`src/rtl/irq_outport_pkg.sv`:
```
package irq_outport_pkg;

  localparam int unsigned BUS_W  = 8;
  localparam int unsigned ADDR_W = 4;

  localparam logic [ADDR_W-1:0] OFF_CHANGE = 4'h4;
  localparam logic [ADDR_W-1:0] OFF_IRQ    = 4'h5;
  localparam logic [ADDR_W-1:0] OFF_INPORT = 4'hD;
  localparam logic [ADDR_W-1:0] OFF_OPSET  = 4'hE;
  localparam logic [ADDR_W-1:0] OFF_OPCLR  = 4'hF;

  typedef enum logic [1:0] {
    RD_NONE,
    RD_STATUS,
    RD_CHANGE,
    RD_INPORT
  } rdSel_e;

  typedef struct packed {
    logic   wrMask;
    logic   wrCfg;
    logic   setOut;
    logic   clrOut;
    logic   rdEn;
    rdSel_e rdSel;
    logic   clrChange;
    logic   ctrStart;
  } strobes_t;

endpackage

```
`src/rtl/irq_outport_ctrl.sv`:
```
module irq_outport_ctrl
  import irq_outport_pkg::*;
(
  input  logic [ADDR_W-1:0] busAddr,
  input  logic              busWr,
  input  logic              busRd,
  output strobes_t          stb
);

  logic hitChange, hitIrq, hitInport, hitSet, hitClr;

  always_comb begin
    hitChange = (busAddr == OFF_CHANGE);
    hitIrq    = (busAddr == OFF_IRQ);
    hitInport = (busAddr == OFF_INPORT);
    hitSet    = (busAddr == OFF_OPSET);
    hitClr    = (busAddr == OFF_OPCLR);
  end

  always_comb begin
    stb           = '0;
    stb.wrMask    = busWr & hitIrq;
    stb.wrCfg     = busWr & hitInport;
    stb.setOut    = busWr & hitSet;
    stb.clrOut    = busWr & hitClr;
    stb.rdEn      = busRd;
    stb.clrChange = busRd & hitChange;
    stb.ctrStart  = busRd & hitSet;
    if (hitIrq)         stb.rdSel = RD_STATUS;
    else if (hitChange) stb.rdSel = RD_CHANGE;
    else if (hitInport) stb.rdSel = RD_INPORT;
    else                stb.rdSel = RD_NONE;
  end

endmodule

```
`src/rtl/irq_outport_dp.sv`:
```
module irq_outport_dp
  import irq_outport_pkg::*;
#(
  parameter int unsigned NUM_CH      = 2,
  parameter int unsigned IN_W        = 6,
  parameter int unsigned OUT_W       = 8,
  parameter int unsigned CHG_PINS    = 4,
  parameter int unsigned SYNC_STAGES = 2
) (
  input  logic              clk,
  input  logic              rstN,
  input  strobes_t          stb,
  input  logic [BUS_W-1:0]  wdata,
  input  logic [NUM_CH-1:0] chanTxRdy,
  input  logic [NUM_CH-1:0] chanRxRdy,
  input  logic [IN_W-1:0]   inPins,
  output logic [BUS_W-1:0]  rdata,
  output logic [OUT_W-1:0]  outPins,
  output logic [BUS_W-1:0]  opCfg,
  output logic              ctrStart,
  output logic              irqN
);

  localparam int unsigned STAT_W = 4 * NUM_CH;
  localparam int unsigned HALF   = BUS_W / 2;

  // Interrupt status: one 4-bit group per channel
  logic [STAT_W-1:0] statusVec;
  logic [STAT_W-1:0] maskReg;
  logic              irqQ;

  for (genvar ch = 0; ch < NUM_CH; ch++) begin : g_chan
    assign statusVec[4*ch]       = chanTxRdy[ch];
    assign statusVec[4*ch+1]     = chanRxRdy[ch];
    assign statusVec[4*ch+3 -: 2] = 2'b00;
  end

  always_ff @(posedge clk or negedge rstN) begin
    if (!rstN) begin
      maskReg <= '0;
      irqQ    <= 1'b0;
    end else begin
      if (stb.wrMask) maskReg <= wdata[STAT_W-1:0];
      irqQ <= |(statusVec & maskReg);
    end
  end

  assign irqN = ~irqQ;

  // Output port: set/clear only, pins inverted
  logic [OUT_W-1:0] opReg;

  always_ff @(posedge clk or negedge rstN) begin
    if (!rstN) begin
      opReg <= '0;
      opCfg <= '0;
    end else begin
      if (stb.setOut) opReg <= opReg | wdata[OUT_W-1:0];
      else if (stb.clrOut) opReg <= opReg & ~wdata[OUT_W-1:0];
      if (stb.wrCfg) opCfg <= wdata;
    end
  end

  assign outPins = ~opReg;

  // Input pin synchroniser, idle level high
  logic [IN_W-1:0] syncPipe [SYNC_STAGES];
  logic [IN_W-1:0] pinsNow;

  always_ff @(posedge clk or negedge rstN) begin
    if (!rstN) begin
      for (int s = 0; s < SYNC_STAGES; s++) syncPipe[s] <= '1;
    end else begin
      syncPipe[0] <= inPins;
      for (int s = 1; s < SYNC_STAGES; s++) syncPipe[s] <= syncPipe[s-1];
    end
  end

  assign pinsNow = syncPipe[SYNC_STAGES-1];

  // Change detection on the low pins; a new edge wins over the clearing read
  logic [CHG_PINS-1:0] pinsPrev;
  logic [CHG_PINS-1:0] chgFlags;
  logic [CHG_PINS-1:0] chgEdge;

  assign chgEdge = pinsNow[CHG_PINS-1:0] ^ pinsPrev;

  always_ff @(posedge clk or negedge rstN) begin
    if (!rstN) begin
      pinsPrev <= '1;
      chgFlags <= '0;
    end else begin
      pinsPrev <= pinsNow[CHG_PINS-1:0];
      chgFlags <= (chgFlags & ~{CHG_PINS{stb.clrChange}}) | chgEdge;
    end
  end

  // Read word assembly
  logic [BUS_W-1:0] statusWord, changeWord, inportWord, rdNext;

  always_comb begin
    statusWord                   = '0;
    statusWord[STAT_W-1:0]       = statusVec;
    changeWord                   = '0;
    changeWord[CHG_PINS-1:0]     = pinsNow[CHG_PINS-1:0];
    changeWord[HALF +: CHG_PINS] = chgFlags;
    inportWord                   = '0;
    inportWord[IN_W-1:0]         = pinsNow;
    unique case (stb.rdSel)
      RD_STATUS: rdNext = statusWord;
      RD_CHANGE: rdNext = changeWord;
      RD_INPORT: rdNext = inportWord;
      default:   rdNext = '0;
    endcase
  end

  always_ff @(posedge clk or negedge rstN) begin
    if (!rstN) begin
      rdata    <= '0;
      ctrStart <= 1'b0;
    end else begin
      if (stb.rdEn) rdata <= rdNext;
      ctrStart <= stb.ctrStart;
    end
  end

endmodule

```
`src/rtl/irq_outport_unit.sv`:
```
module irq_outport_unit
  import irq_outport_pkg::*;
#(
  parameter int unsigned NUM_CH      = 2,
  parameter int unsigned IN_W        = 6,
  parameter int unsigned OUT_W       = 8,
  parameter int unsigned CHG_PINS    = 4,
  parameter int unsigned SYNC_STAGES = 2
) (
  input  logic              clk,
  input  logic              rstN,
  input  logic [3:0]        busAddr,
  input  logic              busWr,
  input  logic              busRd,
  input  logic [7:0]        busWdata,
  output logic [7:0]        busRdata,
  input  logic [NUM_CH-1:0] chanTxRdy,
  input  logic [NUM_CH-1:0] chanRxRdy,
  input  logic [IN_W-1:0]   inPins,
  output logic [OUT_W-1:0]  outPins,
  output logic [7:0]        opCfg,
  output logic              ctrStart,
  output logic              irqN
);

  strobes_t stb;

  irq_outport_ctrl u_ctrl (
    .busAddr (busAddr),
    .busWr   (busWr),
    .busRd   (busRd),
    .stb     (stb)
  );

  irq_outport_dp #(
    .NUM_CH      (NUM_CH),
    .IN_W        (IN_W),
    .OUT_W       (OUT_W),
    .CHG_PINS    (CHG_PINS),
    .SYNC_STAGES (SYNC_STAGES)
  ) u_dp (
    .clk       (clk),
    .rstN      (rstN),
    .stb       (stb),
    .wdata     (busWdata),
    .chanTxRdy (chanTxRdy),
    .chanRxRdy (chanRxRdy),
    .inPins    (inPins),
    .rdata     (busRdata),
    .outPins   (outPins),
    .opCfg     (opCfg),
    .ctrStart  (ctrStart),
    .irqN      (irqN)
  );

endmodule

```
`config.mk`:
```
export PLATFORM = sky130hd
export DESIGN_NAME = irq_outport_unit
export DESIGN_NICKNAME = d
export VERILOG_FILES = /design/src/rtl/irq_outport_pkg.sv /design/src/rtl/irq_outport_ctrl.sv /design/src/rtl/irq_outport_dp.sv /design/src/rtl/irq_outport_unit.sv
export SDC_FILE = /design/constraint.sdc
export NUM_CORES = 1
export LEC_CHECK = 0
export BUFFER_PORTS_ARGS = -buffer_cell sky130_fd_sc_hd__buf_2
export CAP_MARGIN = 15
export CORE_MARGIN = 2
export CORE_UTILIZATION = 51
export DETAILED_ROUTE_END_ITERATION = 8
export GPL_TIMING_DRIVEN = 0
export HOLD_SLACK_MARGIN = 0.12
export PLACE_DENSITY_LB_ADDON = 0.3
export REMOVE_ABC_BUFFERS = 1
export SYNTH_ARGS = -nofsm -noshare
export SYNTH_HDL_FRONTEND = slang
export SYNTH_SLANG_ARGS = --single-unit
```
`constraint.sdc`:
```
create_clock -name clk -period 1.75 [get_ports clk]
set_clock_uncertainty 0.2 [all_clocks]
set_input_delay 0.35 -clock clk [delete_from_list [all_inputs] [get_ports clk]]
set_output_delay 0.35 -clock clk [all_outputs]
set_load 0.005 [all_outputs]
```
After elaboration in Yosys (flattened, before gate mapping):

Index checks and enable logic that the tools add are counted.

* input port bits: 26
* word-level logic and storage cells: 42
* register bits: 54

* eq/ne operators: 8
* bitwise gates (word level): 16
* reductions and logical operators: 2
* muxes and demuxes: 6

Operators by type and width (number)
* 8-bit one-hot mux with 3 select lines: 1
* 8-bit 2-to-1 mux: 2
* 8-bit NOT: 2
* 4-bit equality test, second input constant: 3
* 6-bit by 8-bit bitwise AND with 8-bit output: 1
* 8-bit bitwise AND: 1
* 4-bit by 3-bit equality test with 1-bit output, second input constant: 2
* 8-bit OR: 1
* 8-bit OR reduction: 1
* 1-bit bitwise AND: 6
* 2-bit 2-to-1 mux: 3
* 4-bit bitwise AND: 1
* 2-bit equality test, second input constant: 2
* 4-bit NOT: 1
* 4-bit OR: 1
* 4-bit XOR: 1
* 2-bit by 1-bit equality test with 1-bit output, second input constant: 1
* 2-bit nonzero test: 1
* 1-bit NOT: 1

Longest topological paths before layout:

Gate-level depths: netlist of the first run.

* depth in word-level cells: 6
* mapped depth: 5

Cells and area by module:

A second synthesis of the first run with hierarchy kept.

* cell total of the unflattened synthesis: 154
* area total of the unflattened synthesis: 1953.1 µm²

Modules (own cells, without submodules)
* irq_outport_dp: cells an instance 139, area each 1858.0 µm², seq. area each 1271.2 µm², instances 1
* irq_outport_ctrl: cells an instance 15, area each 95.1 µm², seq. area each 0.0 µm², instances 1

Worst setup path after synthesis of the first run:

OpenSTA, ideal clock, no wires.

* path kind: input -> register
* start: in busAddr[0]
* end: reg u_dp.chgFlags[0]
* setup slack: 157 ps
* library setup time: 118 ps
* cell stages on the path: 5
* data required time: 1432 ps
* arrival: 1275 ps
* cells stage by stage: buf_2 -> nand2b_1 -> or3b_1 -> buf_2 -> a21o_1

* word-level cells in the longest chain between the ends: 5

RTL lines
* from (decl): RTL line irq_outport_unit.sv:12 `input logic [3:0] busAddr,`
* 4-bit by 3-bit equality test with 1-bit output: RTL line irq_outport_ctrl.sv:13 `hitChange = (busAddr == OFF_CHANGE);`
* 1-bit bitwise AND: RTL line irq_outport_ctrl.sv:27 `stb.clrChange = busRd & hitChange;`
* 4-bit NOT: RTL line irq_outport_dp.sv:94 `chgFlags <= (chgFlags & ~{CHG_PINS{stb.clrChange}}) | chgEdge;`
* 4-bit bitwise AND: RTL line irq_outport_dp.sv:94
* 4-bit OR: RTL line irq_outport_dp.sv:94
* to (signal assigned): RTL line irq_outport_dp.sv:94
* to (decl): RTL line irq_outport_dp.sv:83 `logic [CHG_PINS-1:0] chgFlags;`

Every way passes these cells.
A chain may end at the register's enable or synchronous reset.

Final worst setup path of the first run:

* start: in busAddr[0]
* end: reg u_dp.maskReg[4]

* word-level cells in the longest chain between the ends: 2

RTL lines
* 4-bit by 3-bit equality test with 1-bit output: RTL line irq_outport_ctrl.sv:14 `hitIrq = (busAddr == OFF_IRQ);`
* 1-bit bitwise AND: RTL line irq_outport_ctrl.sv:22 `stb.wrMask = busWr & hitIrq;`
* to (signal assigned): RTL line irq_outport_dp.sv:43 `if (stb.wrMask) maskReg <= wdata[STAT_W-1:0];`
* to (decl): RTL line irq_outport_dp.sv:29 `logic [STAT_W-1:0] maskReg;`

Every way passes these cells.

==> impl_metrics.toml, run 1 <==
[layout]
fill_cells = 271
syn2layout_area_growth_pct = 28.3
drive_gt1_frac = 0.395
diodes = 0
nets = 245
instances_no_fill = 268

[run_status]
status = "complete, no violations"

[critical_path]
critical_path_arrival_ps = 1590
worstReg2RegEnd = "u_dp.rdata[0]$_DFFE_PN0P_"
reg2reg_depth = 3
cp.required_ps = 1730
critPathKind = "in2reg"
cp_max_fo = 18
reg2reg_slack_ps = 510
start_kind = "input pin"
worst_setup_path_end_kind = "flop"
timing.rr.start = "u_dp.pinsNow[0]$_DFF_PN1_"

[cts]
cts_inserted_buffers = 5
clockBufferDepth = 2
clkTransAtPathRegs_ps = 80
htreeDepth = 2
cts_sinks = 50
cts_setup_buffers = 0
cts-root-buf = "clkbuf_8"
clk_latency_ps = 290
tritoncts = "built"

[place]
place_ws_ps = -148
routabilityCongestion = 0.827
hpwl_um = 2550
numPortBuffers = 51
dpl.cell_count = 242

[grt]
antenna_found_initial = 0
grt.busiest_layer = "met2"
grt_util_met1 = 0.244
grt_pass1_vias = 1345
grt_use_met3 = 0.0460
use_met2 = 0.327
grt_max_degree = 51
groute.usage.overall = 0.195
grt_remaining_overflow = 0
grt_pass1_wl_um = 6120

[sta]
fmax_mhz = 623
finalMaxSlewViolations = 0
setup_violations = 0
slew_headroom = 0.570
fin_ws_ps = 144
finalCriticalPeriod_ps = 1610
fin_setup_tns_ps = 0
hold_viol = 0
rsz0062_at_grt = "false"
period_share = 0.918
hold_slack_ps = 133
tightest_slew_ps = 645

[route]
antenna_left = 0
route.detailed.drc = 0
wl_um = 3780
wl_per_cell_um = 14.1
drt_iter0_markers = 61
dr.pass1.iters = 4
via_count = 1340
avgViaCountPerCell = 5.00

[logic_synthesis]
synthTopCellsByCount = "dfrtp_1 (34), inv_1 (18), dfstp_2 (16)"
yosys.area.top_type = "dfrtp_1"
synth.area.top_cells = "dfrtp_1 (44%), dfstp_2 (22%), mux2_2 (8.1%)"
synth_top_area_frac = 0.437
synth_seq_cells = 50
synth_edf_count = 0
synth_top_flop_cell = "dfrtp_1"
ys_seq_area_frac = 0.653
yosysWarnings = 0
syn_inst = 149
synth.most_common_cell = "dfrtp_1"
async_flop_share = 1.00
synth_area_mm2 = 0.00195
yosysUniqueCellTypes = 27
synth_area_per_cell_um2 = 13.1

[min_path]
hold_path_class = "in2reg"
min_from = "busWdata[4]"
hold_depth = 2
hold_end = "u_dp.opCfg[4]$_DFFE_PN0P_"

[power]
max-vdd-ir-drop_mv = 0.544
p_leak_uw = 0.00126
power_density_mw_per_mm2 = 957

[floorplan]
start_util = 0.532
die_h_um = 65.8
io_pins = 52
die_w_um = 65.8
row_count = 22
core_area_mm2 = 0.00366
die_area_mm2 = 0.00433

[job]
maxCapViolCount = 0
## kinds of logic (layout without fill, tap and decap cells)
family	count (synthesis)	after routing	share of synthesized area
DFF	50	50	0.653
and+or+nand+nor	28	28	0.0855
muxes	23	23	0.127
AOI/OAI and AO/OA	20	20	0.0681
buffers and inverters	24	95	0.0482
xor gates and xnor gates	4	4	0.0180
## stage by stage
stage | power, µW | util | instance area [µm²]
2_1_floorplan | 1550 | - | 1920
3_3_place_gp | 1740 | 0.611 | 2240
3_5_place_dp | 1760 | 0.611 | 2240
4_1_cts | 2420 | 0.682 | 2500
5_1_grt | 2530 | 0.683 | 2500
6_report | 2390 | 0.683 | 2500
## placed cells by master (no fill, tap or decap)
cell and instances:
mux2_2 14, dlygate4sd3_1 18, nor2b_1 1, nand4_2 1
nor2_1 2, a21o_1 4, nand2b_1 2, o21ai_0 2
and4b_1 3, clkbuf_1 3, inv_1 18, clkbuf_8 5
and4_1 1, xor2_1 4, and2b_1 2, a21oi_1 2
nand3_1 2, o22ai_1 7, nor3b_1 1, dfstp_2 16
dfrtp_1 34, mux2i_1 9, a22oi_1 4, clkbuf_4 1
nand2_1 11, a2bb2oi_1 1, buf_2 50, or3b_1 1
and2_1 1
## how the worst max path moves through the flow
stage                          start                           to  slack, ps  depth (start not counted)
after floorplan           busAddr[1]  u_dp.maskReg[0]$_DFFE_PN0P_        260                          3
after global placement    busAddr[0]    u_dp.opCfg[1]$_DFFE_PN0P_       -100                          4
after detailed placement  busAddr[0]  u_dp.maskReg[1]$_DFFE_PN0P_       -150                          4
after CTS                       rstN    u_dp.rdata[0]$_DFFE_PN0P_         70                          2
after global routing      busAddr[0]    u_dp.opCfg[1]$_DFFE_PN0P_         90                          4
final                     busAddr[0]  u_dp.maskReg[4]$_DFFE_PN0P_        140                          4
## metal layers
metal / routed length (µm) / up-vias
met1: 1630 / 670
li1: - / 636
met2: 1980 / 30
met3: 130 / 4
met4: 34 / 0
met5: 0 / -
## layout make-up
type | instances | area (µm²) | area share
flip-flops and latches | 50 | 1270 | 0.509
multi-input cells | 75 | 582 | 0.233
repair buffers | 69 | 438 | 0.175
clock buffers | 8 | 80.1 | 0.0320
inverters | 18 | 67.6 | 0.0270
well taps | 48 | 60.1 | 0.0240
## timing repair
action | in CTS | in global routing
hold endpoints to repair | 52 | 0
hold buffers | 18 | 0
setup endpoints to repair | 0 | 34
gates resized for setup | 0 | 1
## power breakdown
part	total [µW]	switching, µW	internal, µW
combinational	397	182	215
sequential	1370	59.8	1310
clock	621	337	284
total	2390	578	1810
## worst max-delay path, stage by stage
cell	delay (ps)
buf_2	300
and2b_1	230
and4b_1	340
mux2_2	370
Power figures use the tool's default switching activity.
==> inputs of run 2 (changes only) <==
--- a/config.mk
+++ b/config.mk
@@ -14,6 +14,7 @@
 export HOLD_SLACK_MARGIN = 0.12
 export PLACE_DENSITY_LB_ADDON = 0.3
 export REMOVE_ABC_BUFFERS = 1
+export SLEW_MARGIN = 20
 export SYNTH_ARGS = -nofsm -noshare
 export SYNTH_HDL_FRONTEND = slang
 export SYNTH_SLANG_ARGS = --single-unit
==> constraint.sdc (replaced) <==
create_clock -name clk -period 1.6 [get_ports clk]
set_clock_uncertainty 0.2 [all_clocks]
set_input_delay 0.32 -clock clk [delete_from_list [all_inputs] [get_ports clk]]
set_output_delay 0.32 -clock clk [all_outputs]
set_load 0.005 [all_outputs]
==> run 2 against run 1 <==
Compared with the run above: power up 9.7%; sequential cell count unchanged; worst setup slack worse by 73 ps; wire length up 1.0%; non-clock buffer count up 3; sequential share of layout area down 0.65 points; utilization up 0.89 points; via count up 0.90%; first-iteration DRC count up 13%; critical endpoint is now u_dp.rdata[0]$_DFFE_PN0P_; largest power group unchanged.
==> impl_metrics.toml, run 2 (synthesis gave the netlist of run 1 again) <==
[sta]
hold_viol = 0
finalCriticalPeriod_ps = 1530
tightest_slew_ps = 592
rsz0062_at_grt = "false"
finalMaxSlewViolations = 0
setup_violations = 0
hold_slack_ps = 157
fmax_mhz = 654
period_share = 0.956
slew_headroom = 0.605

[layout]
fill_cells = 269
diodes = 0
syn2layout_area_growth_pct = 30.0
mostFrequentLayoutCells = "buf_2 (49), dfrtp_1 (34), dlygate4sd3_1 (21), inv_1 (18), dfstp_2 (16)"
final_common_cell = "buf_2"
utilization = 0.691
drive_gt1_frac = 0.390
nets = 248

[critical_path]
critPathKind = "in2reg"
worstReg2RegEnd = "u_dp.rdata[0]$_DFFE_PN0P_"
critPathMaxStageDelay_ps = 520
crit_start = "chanTxRdy[0]"
worst-path-stages = 5
start_kind = "input pin"
cp_max_fo = 2
crit_family = "buffers and inverters"
crit_buf_inv = 2
cp_slowest_cell = "dlygate4sd3_1"
worst_setup_path_end_kind = "flop"
timing.rr.start = "u_dp.pinsNow[0]$_DFF_PN1_"
reg2reg_depth = 3
reg2reg_slack_ps = 360
crit_end = "u_dp.rdata[0]$_DFFE_PN0P_"
worstPathCellList = "dlygate4sd3_1 > buf_2 > mux2_2 > a22oi_1 > o22ai_1"
critical_path_arrival_ps = 1500
cp.required_ps = 1570

[cts]
htreeDepth = 2
tritoncts = "built"
clkTransAtPathRegs_ps = 80
cts-root-buf = "clkbuf_8"
cts_sinks = 50
cts_setup_buffers = 0
clk_latency_ps = 300
cts_inserted_buffers = 5
clockBufferDepth = 2

[min_path]
hold_path_class = "reg2reg"

[grt]
grt_pass1_wl_um = 6060
grt_remaining_overflow = 0
groute.usage.overall = 0.193
grt_max_degree = 51
antenna_found_initial = 0
grt_pass1_vias = 1346

[floorplan]
row_count = 22
core_area_mm2 = 0.00366
die_h_um = 65.8
io_pins = 52
start_util = 0.532
die_w_um = 65.8
die_area_mm2 = 0.00433

[route]
drt_iter0_markers = 69
dr.pass1.iters = 4
route.detailed.drc = 0
via_count = 1352
wl_per_cell_um = 14.1
wl_um = 3820
avgViaCountPerCell = 4.99
antenna_left = 0

[run_status]
status = "complete, no violations"

[power]
p_leak_uw = 0.00127
max-vdd-ir-drop_mv = 0.596
power_density_mw_per_mm2 = 1040
total_power_uw = 2620

[place]
hpwl_um = 2550
numPortBuffers = 51
routabilityCongestion = 0.827

[job]
maxCapViolCount = 0
run 2: layer usage:
layer	routed length, µm	up-vias	track usage
met2	2020	33	0.327
met3	152	4	0.0460
met5	0	-	0
met1	1610	673	0.239
li1	-	642	-
met4	34	0	0.0781
run 2: report_power, final:
| part | switching [µW] | internal (µW) |
|---|---|---|
| combinational | 199 | 241 |
| clock | 370 | 311 |
| sequential | 66.2 | 1440 |
| total | 635 | 1990 |
run 2: repair_timing:
action                                 CTS  global route
endpoints found under the hold margin   62            34
resized for setup                        0             1
setup endpoints to repair                0            12
hold buffers                            20             1
run 2: worst min-delay path by stage:
stage	start	endpoint	slack, ps	depth (start not counted)
floorplan	rstN	async pin	-180	0
global placement	u_dp.syncPipe[9]$_DFF_PN1_	u_dp.pinsNow[3]$_DFF_PN1_	150	0
detailed placement	u_dp.syncPipe[9]$_DFF_PN1_	u_dp.pinsNow[3]$_DFF_PN1_	150	0
CTS	rstN	u_dp.chgFlags[1]$_DFF_PN0_	30	1
global route	u_dp.syncPipe[9]$_DFF_PN1_	u_dp.pinsNow[3]$_DFF_PN1_	150	0
finish	u_dp.syncPipe[8]$_DFF_PN1_	u_dp.pinsNow[2]$_DFF_PN1_	160	0
run 2: cell type report:
type	instances	area [µm²]	share of cell area
repair buffers	72	470	0.186
flip-flops and latches	50	1270	0.502
inverters	18	67.6	0.0267
multi-input cells	75	582	0.230
well taps	48	60.1	0.0237
clock buffers	8	80.1	0.0316
run 2: metrics by stage:
stage	cell area, µm²	setup TNS [ps]	setup slack [ps]	cells
2_1_floorplan	1920	0	144	143
3_3_place_gp	2240	-3100	-216	242
3_5_place_dp	2240	-3730	-268	242
4_1_cts	2520	0	48.1	270
5_1_grt	2530	0	38.2	271
6_report	2530	0	70.6	271
==> inputs of run 3 (changes only) <==
--- a/config.mk
+++ b/config.mk
@@ -14,7 +14,9 @@
 export HOLD_SLACK_MARGIN = 0.12
 export PLACE_DENSITY_LB_ADDON = 0.3
 export REMOVE_ABC_BUFFERS = 1
+export SKIP_CTS_REPAIR_TIMING = 1
 export SLEW_MARGIN = 20
 export SYNTH_ARGS = -nofsm -noshare
 export SYNTH_HDL_FRONTEND = slang
+export SYNTH_HIERARCHICAL = 1
 export SYNTH_SLANG_ARGS = --single-unit
==> run 3 against run 2 <==
Compared with the run above: sequential share of layout area up 0.35 points; wire length down 3.1%; via count down 0.37%; fmax up 1.3%; utilization down 0.48 points; largest cell class unchanged.
==> impl_metrics.toml, run 3 <==
[sta]
period_share = 0.944
setup_violations = 0
finalCriticalPeriod_ps = 1510
fmax_mhz = 662
hold_viol = 0
hold_slack_ps = 95.3
finalMaxSlewViolations = 0
slew_headroom = 0.592
tightest_slew_ps = 610
rsz0062_at_grt = "false"

[power]
p_clk_frac = 0.271
p_int_uw = 2050
power.switching_uw = 659
switching_share = 0.243
power_density_mw_per_mm2 = 1080
p_leak_uw = 0.00121
comb_power_share = 0.166
p_seq_frac = 0.564
max-vdd-ir-drop_mv = 0.678

[route]
dr.pass1.iters = 4
met1Wirelength_um = 1600
top_layer_used = "met4"
via_count = 1347
antenna_left = 0
wl_met3_um = 185
drt_iter0_markers = 93
met2_length_um = 1820
wl_um = 3700
avgViaCountPerCell = 4.93
wl_per_cell_um = 13.5
route.detailed.drc = 0

[layout]
final_area_mm2 = 0.00251
diodes = 0
syn2layout_area_growth_pct = 28.7
nets = 250
mostFrequentLayoutCells = "buf_2 (50), dfrtp_1 (34), dlygate4sd3_1 (20), inv_1 (19), dfstp_2 (16)"
multi_input_area_um2 = 562
final_common_cell = "buf_2"
instances_no_fill = 273
regArea_mm2 = 0.00127
fill_cells = 282
drive_gt1_frac = 0.400

[floorplan]
die_h_um = 65.9
die_w_um = 65.9
io_pins = 52
start_util = 0.533
core_area_mm2 = 0.00366
row_count = 22
die_area_mm2 = 0.00434

[logic_synthesis]
yosys.area.top_type = "dfrtp_1"
ys_seq_area_frac = 0.651
synth.area.top_cells = "dfrtp_1 (44%), dfstp_2 (22%), mux2_2 (6.9%)"
synthTopCellsByCount = "dfrtp_1 (34), inv_1 (19), dfstp_2 (16)"
synth_area_per_cell_um2 = 12.7
synth_top_area_frac = 0.436
syn_inst = 154
synth_seq_cells = 50
yosysWarnings = 6
synth_edf_count = 0
synth_top_flop_cell = "dfrtp_1"
yosysUniqueCellTypes = 26
synth_area_mm2 = 0.00195
synth.most_common_cell = "dfrtp_1"
async_flop_share = 1.00

[critical_path]
cp.required_ps = 1580
worst_setup_path_end_kind = "flop"
start_kind = "input pin"
critPathKind = "in2reg"
critical_path_arrival_ps = 1490
cp_max_fo = 8

[place]
routabilityCongestion = 0.765
hpwl_um = 2460
placed_cell_area_mm2 = 0.00220
dpl.cell_count = 245
numPortBuffers = 51

[cts]
clk_latency_ps = 300
cts_inserted_buffers = 5
cts-root-buf = "clkbuf_8"
htreeDepth = 2
clkTransAtPathRegs_ps = 90
clockBufferDepth = 2
cts_sinks = 50
tritoncts = "built"

[grt]
groute.usage.overall = 0.176
grt_pass1_wl_um = 5570
grt_max_degree = 51
antenna_found_initial = 0
grt_remaining_overflow = 0
grt_pass1_vias = 1229

[job]
maxCapViolCount = 0

[min_path]
hold_path_class = "in2reg"

[run_status]
status = "complete, no violations"
## run 3: cell types whose count changed in the layout (fill, tap and decap cells not counted), sizes merged, moves of 3 or more
cell	delta
a21o	-4
a22o	+8
mux2i	-7
nand2	+4
nor2	+4
o21ai	+4
o22ai	-5
xnor2	+4
xor2	-3
## run 3: path summary, 6_finish.rpt
check / startpoint / end / slack, ps / cells past startpoint
min: chanTxRdy[0] / u_dp/irqQ$_DFF_PN0_ / 100 / 3
max reg2reg: u_dp/pinsNow[1]$_DFF_PN1_ / u_dp/chgFlags[1]$_DFF_PN0_ / 510 / 2
min in group asynchronous: rstN / async pin / 360 / 2
min reg2reg: u_dp/syncPipe[9]$_DFF_PN1_ / u_dp/pinsNow[3]$_DFF_PN1_ / 150 / 0
max: busAddr[3] / u_dp/opCfg[3]$_DFFE_PN0P_ / 90 / 4
max in group asynchronous: rstN / async pin / 440 / 2
## run 3: power groups by stage
stage               combinational, µW  clock [µW]  sequential, µW
floorplan                         189           0            1540
global placement                  396           0            1540
detailed placement                410           0            1550
CTS                               412         756            1530
global route                      498         810            1550
finish                            449         733            1530
## run 3: metal layers
layer	track usage	vias up
li1	-	646
met4	0.0859	0
met2	0.269	36
met3	0.0596	10
met5	0	-
met1	0.224	655
## run 3: logic make-up after synthesis
logic type / share of synthesized area
DFF: 0.651
and+or+nand+nor: 0.0961
buffers and inverters: 0.0705
AOI/OAI and AO/OA: 0.0807
muxes: 0.0794
xor gates and xnor gates: 0.0224
## run 3: metrics by stage
stage	utilization	setup WS [ps]	TNS, ps	total power [µW]
CTS	0.626	-415	-3850	2700
global route	0.687	28.3	0	2860
floorplan	-	-245	-1980	1730
finish	0.687	89.5	0	2710
global placement	0.602	-673	-10030	1930
detailed placement	0.602	-742	-11270	1960
## run 3: layout make-up
type / instances / share of cell area
Inverter: 19 / 0.0284
Tap cell: 48 / 0.0239
Sequential cell: 50 / 0.506
Multi-Input combinational cell: 77 / 0.223
Timing Repair Buffer: 71 / 0.182
Clock buffer: 7 / 0.0343
Clock inverter: 1 / 0.00199
## run 3: critical path, stage by stage
cell,delay (ps)
buf_2,130
nand3_1,180
nor3b_4,460
mux2_2,400
